`src/rtl/snoop_pkg.sv`:
```
package snoop_pkg;
    typedef enum logic [1:0] {
        ST_IDLE   = 2'd0,
        ST_SUPPLY = 2'd1,
        ST_PURGE  = 2'd2
    } snoop_state_t;

    typedef enum logic [1:0] {
        ACT_NONE   = 2'd0,
        ACT_SUPPLY = 2'd1,
        ACT_PURGE  = 2'd2
    } snoop_act_t;
endpackage

```
`src/rtl/snoop_tag_store.sv`:
```
module snoop_tag_store #(
    parameter int IDX_W = 3,
    parameter int TAG_W = 11
) (
    input  logic             clk,
    input  logic             rst_n,
    // processor read port
    input  logic [IDX_W-1:0] a_idx,
    input  logic [TAG_W-1:0] a_tag,
    output logic             a_hit,
    output logic             a_dirty,
    // snoop read port
    input  logic [IDX_W-1:0] b_idx,
    input  logic [TAG_W-1:0] b_tag,
    output logic             b_hit,
    output logic             b_dirty,
    // updates
    input  logic             inv_en,
    input  logic [IDX_W-1:0] inv_idx,
    input  logic             fill_en,
    input  logic [IDX_W-1:0] fill_idx,
    input  logic [TAG_W-1:0] fill_tag,
    input  logic             mark_en,
    input  logic [IDX_W-1:0] mark_idx
);
    localparam int LINES = 1 << IDX_W;

    logic [LINES-1:0] valid_q;
    logic [LINES-1:0] dirty_q;
    logic [TAG_W-1:0] tag_q [LINES];

    // Two independent combinational read ports
    always_comb begin
        a_hit   = valid_q[a_idx] && (tag_q[a_idx] == a_tag);
        a_dirty = dirty_q[a_idx];
        b_hit   = valid_q[b_idx] && (tag_q[b_idx] == b_tag);
        b_dirty = dirty_q[b_idx];
    end

    // Per-line update with fixed priority: invalidate, then fill, then mark
    for (genvar i = 0; i < LINES; i++) begin : g_line
        logic inv_here, fill_here, mark_here;
        always_comb begin
            inv_here  = inv_en  && (inv_idx  == IDX_W'(i));
            fill_here = fill_en && (fill_idx == IDX_W'(i));
            mark_here = mark_en && (mark_idx == IDX_W'(i));
        end

        always_ff @(posedge clk) begin
            if (!rst_n) begin
                valid_q[i] <= 1'b0;
                dirty_q[i] <= 1'b0;
                tag_q[i]   <= '0;
            end else if (inv_here) begin
                valid_q[i] <= 1'b0;
                dirty_q[i] <= 1'b0;
            end else if (fill_here) begin
                valid_q[i] <= 1'b1;
                dirty_q[i] <= 1'b0;
                tag_q[i]   <= fill_tag;
            end else if (mark_here) begin
                dirty_q[i] <= 1'b1;
            end
        end
    end

    p_inv_clears_r6: assert property (@(posedge clk) disable iff (!rst_n)
        inv_en |=> !valid_q[$past(inv_idx)]);

    p_inv_beats_fill_r8: assert property (@(posedge clk) disable iff (!rst_n)
        (inv_en && fill_en && inv_idx == fill_idx) |=> !valid_q[$past(fill_idx)]);

    p_fill_clean_r2: assert property (@(posedge clk) disable iff (!rst_n)
        (fill_en && !(inv_en && inv_idx == fill_idx))
            |=> (valid_q[$past(fill_idx)] && !dirty_q[$past(fill_idx)]));
endmodule

```
`src/rtl/snoop_decide.sv`:
```
module snoop_decide
    import snoop_pkg::*;
(
    input  logic       strobe,
    input  logic       accept,
    input  logic       hit,
    input  logic       dirty,
    input  logic       is_write,
    output snoop_act_t act
);
    always_comb begin
        act = ACT_NONE;
        if (strobe && accept && hit) begin
            if (is_write)
                act = ACT_PURGE;
            else if (dirty)
                act = ACT_SUPPLY;
        end
    end
endmodule

```
`src/rtl/snoop_fsm.sv`:
```
module snoop_fsm
    import snoop_pkg::*;
#(
    parameter int IDX_W = 3
) (
    input  logic             clk,
    input  logic             rst_n,
    input  snoop_act_t       act,
    input  logic [IDX_W-1:0] idx_in,
    output logic             accept,
    output logic             purge_now,
    output logic             drive,
    output logic             inhibit,
    output logic             purge,
    output logic             busy,
    output logic [IDX_W-1:0] idx_out
);
    snoop_state_t state_q, state_d;
    logic [IDX_W-1:0] idx_q;

    always_comb begin
        state_d = state_q;
        unique case (state_q)
            ST_IDLE: begin
                if (act == ACT_SUPPLY)
                    state_d = ST_SUPPLY;
                else if (act == ACT_PURGE)
                    state_d = ST_PURGE;
            end
            ST_SUPPLY: state_d = ST_IDLE;
            ST_PURGE:  state_d = ST_IDLE;
            default:   state_d = ST_IDLE;
        endcase
    end

    always_ff @(posedge clk) begin
        if (!rst_n) begin
            state_q <= ST_IDLE;
            idx_q   <= '0;
        end else begin
            state_q <= state_d;
            if (act != ACT_NONE)
                idx_q <= idx_in;
        end
    end

    always_comb begin
        accept    = (state_q == ST_IDLE);
        purge_now = (act == ACT_PURGE);
        drive     = (state_q == ST_SUPPLY);
        inhibit   = (state_q == ST_SUPPLY);
        purge     = (state_q == ST_PURGE);
        busy      = (state_q != ST_IDLE);
        idx_out   = idx_q;
    end

    p_supply_single_r5: assert property (@(posedge clk) disable iff (!rst_n)
        (state_q == ST_SUPPLY) |=> (state_q == ST_IDLE));

    p_purge_single_r6: assert property (@(posedge clk) disable iff (!rst_n)
        (state_q == ST_PURGE) |=> (state_q == ST_IDLE));
endmodule

```
`src/rtl/dma_snoop_tagctl.sv`:
```
module dma_snoop_tagctl
    import snoop_pkg::*;
#(
    parameter int ADDR_W = 16,
    parameter int OFF_W  = 2,
    parameter int IDX_W  = 3
) (
    input  logic              clk,
    input  logic              rst_n,
    input  logic              cpu_valid,
    input  logic              cpu_fill,
    input  logic [ADDR_W-1:0] cpu_addr,
    output logic              cpu_hit,
    output logic              cpu_dirty,
    input  logic              bus_valid,
    input  logic              bus_write,
    input  logic [ADDR_W-1:0] bus_addr,
    output logic              snoop_drive,
    output logic              mem_inhibit,
    output logic              snoop_purge,
    output logic [IDX_W-1:0]  snoop_index,
    output logic              snoop_busy
);
    localparam int TAG_W = ADDR_W - IDX_W - OFF_W;
    localparam int IDX_LO = OFF_W;
    localparam int TAG_LO = OFF_W + IDX_W;

    logic [IDX_W-1:0] c_idx, s_idx;
    logic [TAG_W-1:0] c_tag, s_tag;
    logic             a_hit, a_dirty, b_hit, b_dirty;
    logic             accept, purge_now;
    logic             fill_en, mark_en;
    snoop_act_t       act;

    always_comb begin
        c_idx   = cpu_addr[IDX_LO +: IDX_W];
        c_tag   = cpu_addr[TAG_LO +: TAG_W];
        s_idx   = bus_addr[IDX_LO +: IDX_W];
        s_tag   = bus_addr[TAG_LO +: TAG_W];
        fill_en = cpu_valid && cpu_fill;
        mark_en = cpu_valid && !cpu_fill && a_hit;
        cpu_hit   = a_hit;
        cpu_dirty = a_hit && a_dirty;
    end

    snoop_tag_store #(.IDX_W(IDX_W), .TAG_W(TAG_W)) u_tags (
        .clk      (clk),
        .rst_n    (rst_n),
        .a_idx    (c_idx),
        .a_tag    (c_tag),
        .a_hit    (a_hit),
        .a_dirty  (a_dirty),
        .b_idx    (s_idx),
        .b_tag    (s_tag),
        .b_hit    (b_hit),
        .b_dirty  (b_dirty),
        .inv_en   (purge_now),
        .inv_idx  (s_idx),
        .fill_en  (fill_en),
        .fill_idx (c_idx),
        .fill_tag (c_tag),
        .mark_en  (mark_en),
        .mark_idx (c_idx)
    );

    snoop_decide u_decide (
        .strobe   (bus_valid),
        .accept   (accept),
        .hit      (b_hit),
        .dirty    (b_dirty),
        .is_write (bus_write),
        .act      (act)
    );

    snoop_fsm #(.IDX_W(IDX_W)) u_fsm (
        .clk       (clk),
        .rst_n     (rst_n),
        .act       (act),
        .idx_in    (s_idx),
        .accept    (accept),
        .purge_now (purge_now),
        .drive     (snoop_drive),
        .inhibit   (mem_inhibit),
        .purge     (snoop_purge),
        .busy      (snoop_busy),
        .idx_out   (snoop_index)
    );

    p_drive_after_read_r5: assert property (@(posedge clk) disable iff (!rst_n)
        snoop_drive |-> $past(bus_valid && !bus_write && !snoop_busy));

    p_purge_after_write_r6: assert property (@(posedge clk) disable iff (!rst_n)
        snoop_purge |-> $past(bus_valid && bus_write && !snoop_busy));

    p_busy_ignores_r7: assert property (@(posedge clk) disable iff (!rst_n)
        (snoop_busy && bus_valid) |=> (!snoop_drive && !snoop_purge));

    p_drive_purge_excl_r5: assert property (@(posedge clk) disable iff (!rst_n)
        !(snoop_drive && snoop_purge));
endmodule

```
`config.mk`:
```
export PLATFORM = sky130hd
export DESIGN_NAME = dma_snoop_tagctl
export DESIGN_NICKNAME = d
export VERILOG_FILES = /design/src/rtl/snoop_pkg.sv /design/src/rtl/snoop_tag_store.sv /design/src/rtl/snoop_decide.sv /design/src/rtl/snoop_fsm.sv /design/src/rtl/dma_snoop_tagctl.sv
export SDC_FILE = /design/constraint.sdc
export NUM_CORES = 1
export LEC_CHECK = 0
export CORE_MARGIN = 4
export CORE_UTILIZATION = 64
export DETAILED_ROUTE_END_ITERATION = 16
export PLACE_DENSITY = 0.86
export SYNTH_ARGS = -nofsm -noshare
export SYNTH_HDL_FRONTEND = slang
export SYNTH_SLANG_ARGS = --single-unit
```
`constraint.sdc`:
```
create_clock -name clk -period 9.6 [get_ports clk]
set_clock_uncertainty 0.15 [all_clocks]
set_input_delay 1.92 -clock clk [delete_from_list [all_inputs] [get_ports clk]]
set_output_delay 1.92 -clock clk [all_outputs]
set_load 0.02 [all_outputs]
```
==> impl_metrics.env <==
export IMPL_synth_avg_cell_area_um2=12.3
export IMPL_finalMaxSlewViolations=0
export IMPL_power_static_leakage_uw=0.00239
export IMPL_die_h_um=107
export IMPL_kind_of_critical_path="in2out"
export IMPL_timing_critical_path_fanout_max=21
export IMPL_io_buffers=42
export IMPL_cts_htree_levels=3
export IMPL_yosys_warnings=0
export IMPL_synth_yosys_seq_area_share=0.487
export IMPL_detailedRoute_firstIterationViolations=597
export IMPL_synth_edf_count=88
export IMPL_hold_viol_final=0
export IMPL_area_delta_synth_final_pct=10.9
export IMPL_num_nets_final=585
export IMPL_final_weighted_congestion_in_routability_driven_placement=0.926
export IMPL_first_pass_iters=5
export IMPL_cts_hold_buffers=0
export IMPL_clk_path_buf_depth=2
export IMPL_cts_tree="yes"
export IMPL_min_period_ps=7790
export IMPL_synthDistinctLibCells=45
export IMPL_clock_sink_count=109
export IMPL_gr_usage_all_layers=0.306
export IMPL_vdd_drop_max_uv=107
export IMPL_cellPowerDensity_mw_per_mm2=142
export IMPL_start_util=0.668
export IMPL_synthesis_nets=554
export IMPL_via_count=4696
export IMPL_cts_root_buf="clkbuf_8"
export IMPL_final_layout_size_suffix_gt1_frac=0.160
export IMPL_die_area_mm2=0.0115
export IMPL_worst_slew_margin_relative_to_its_limit=0.151
export IMPL_fin_setup_tns_ps=0
export IMPL_worstSetupStartpointType="input port"
export IMPL_cts_resized=0
export IMPL_clk_pin_slew_ps=100
export IMPL_timing_critical_path_to_type="output pin"
export IMPL_first_global_vias=4658
export IMPL_wire_per_inst_um=25.3
export IMPL_grt_start_max_net_pins=34
export IMPL_setup_repair_after_global_routing_missed_its_margin="false"
export IMPL_finalWirelength_mm=17.1
export IMPL_period_share=0.811
export IMPL_antennaDiodeCount=0
export IMPL_synth_async_sr_flop_share=0
export IMPL_antenna_found_initial=0
export IMPL_worst_ep_arrival_time_ps=5720
export IMPL_tritoncts_num_buffers=9
export IMPL_io_pin_count=47
export IMPL_grt_first_pass_wirelength_mm=25.8
export IMPL_detailedPlacementHpwl_mm=11.0
export IMPL_final_core_util=0.740
export IMPL_core_mm2=0.00942
export IMPL_synthesis_area_mm2=0.00629
export IMPL_max_freq_mhz=128
export IMPL_holdCritPathClass="reg2reg"
export IMPL_viasPerCell=6.93
export IMPL_clk_insertion_delay_late_ps=380
export IMPL_floorplan_rows=35
export IMPL_max_cap_viol_count=0
export IMPL_ant_nets=0
export IMPL_ys_flop_type="edfxtp_1"
export IMPL_globalRouteOverflowTotal=0
export IMPL_hold_slack_ps=335
export IMPL_yosys_register_bits=109
export IMPL_fillers=635
export IMPL_worstMarginPinSlew_ps=1270
export IMPL_cts_post_setup_buffers_inserted=0
export IMPL_required_time_at_the_worst_slack_endpoint_ps=7530
export IMPL_die_width_um=107
export IMPL_synthCells=513
export IMPL_setup_violations_final=0
export IMPL_post_route_drc_count=0
export IMPL_outcome="finished, final reports clean"
## cell usage after synthesis (9+ instances only)
master     n  area (µm²)
nand2_1   15        56.3
inv_1     11        41.3
clkbuf_1  19        71.3
nor2b_1   14        87.6
mux2_2    14         158
nor4_1     9        56.3
and2_1    89         557
xnor2_1   13         114
mux2i_1   25         250
mux4_2    36         811
nor2_1    22        82.6
dfxtp_1   21         420
a21oi_1   13        65.1
nand3_1   14        70.1
edfxtp_1  88        2640
o21ai_0   15        75.1
## sequential cells by signal, summed over array words and instances, names as in the netlist
name / flops
u_fsm.idx_out: 3
u_fsm.state_q: 2
u_tags.dirty_q: 8
u_tags.tag_q: 88
u_tags.valid_q: 8
## area by class of cell
type	count	area, µm²	area share
timing repair buffer	55	508	0.0729
clock inverter	6	72.6	0.0104
multi-input combinational	357	2990	0.429
tap	129	161	0.0232
sequential	109	3060	0.439
inverter	12	45.0	0.00646
clock buffer	10	128	0.0183
## layout by cell type (no fill, tap or decap), drive strengths merged, types with 10 or more instances in the layout
| cell | instances |
|---|---|
| nand3 | 14 |
| clkbuf | 10 |
| buf | 15 |
| clkdlybuf4s50 | 40 |
| edfxtp | 88 |
| o21ai | 23 |
| mux4 | 36 |
| dfxtp | 21 |
| mux2 | 14 |
| inv | 13 |
| nand2 | 15 |
| nor2 | 22 |
| nor2b | 14 |
| mux2i | 25 |
| nor4 | 14 |
| xnor2 | 13 |
| and2 | 89 |
| a21oi | 13 |
## kinds of logic (layout without fill, tap and decap cells)
group	count (synthesis)	after routing	synth area share
AOI/OAI and AO/OA	59	59	0.0569
and+or+nand+nor	199	199	0.189
muxes	75	75	0.194
DFF	109	109	0.487
buffers and inverters	47	83	0.0372
xor gates and xnor gates	21	21	0.0293
adders and majority gates	3	3	0.00597
## per-stage QoR
stage / setup WS, ps / power, µW / area (µm²) / cells
6_report: 1810 / 987 / 6970 / 678
5_1_grt: 1710 / 1010 / 6970 / 678
4_1_cts: 1940 / 982 / 6970 / 678
3_5_place_dp: 1960 / 706 / 6770 / 662
3_3_place_gp: 2090 / 700 / 6770 / 662
2_1_floorplan: 3530 / 651 / 6290 / 513
## worst max-delay path, stage by stage
cell and delay [ps]:
clkdlybuf4s50_1 890, buf_4 420, or4b_1 470, o21ai_0 100, a211oi_1 80, xor2_1 170
nor2_1 610, nand2_1 150, nor3_1 250, clkdlybuf4s50_1 660
## metal layers
metal | wire length (µm) | vias up | track usage
li1 | - | 1984 | -
met5 | 0 | - | 0
met1 | 6110 | 2276 | 0.405
met4 | 746 | 0 | 0.134
met3 | 2030 | 69 | 0.0644
met2 | 8240 | 367 | 0.492
## power by group
| part | internal (µW) | switching (µW) |
|---|---|---|
| clock network | 123 | 163 |
| registers | 533 | 13.5 |
| logic | 67.5 | 85.6 |
## path summary, 6_finish.rpt
kind / startpoint / to / slack, ps / cells after the start
setup reg to reg: u_tags.tag_q[7][7] / u_tags.tag_q[4][0] / 4960 / 12
setup / recovery: cpu_addr[4] / cpu_dirty / 1810 / 10
hold / removal: u_tags.dirty_q[2] / u_tags.dirty_q[2] / 330 / 2
hold reg to reg: u_tags.dirty_q[2] / u_tags.dirty_q[2] / 330 / 2
Power figures use the tool's default switching activity.
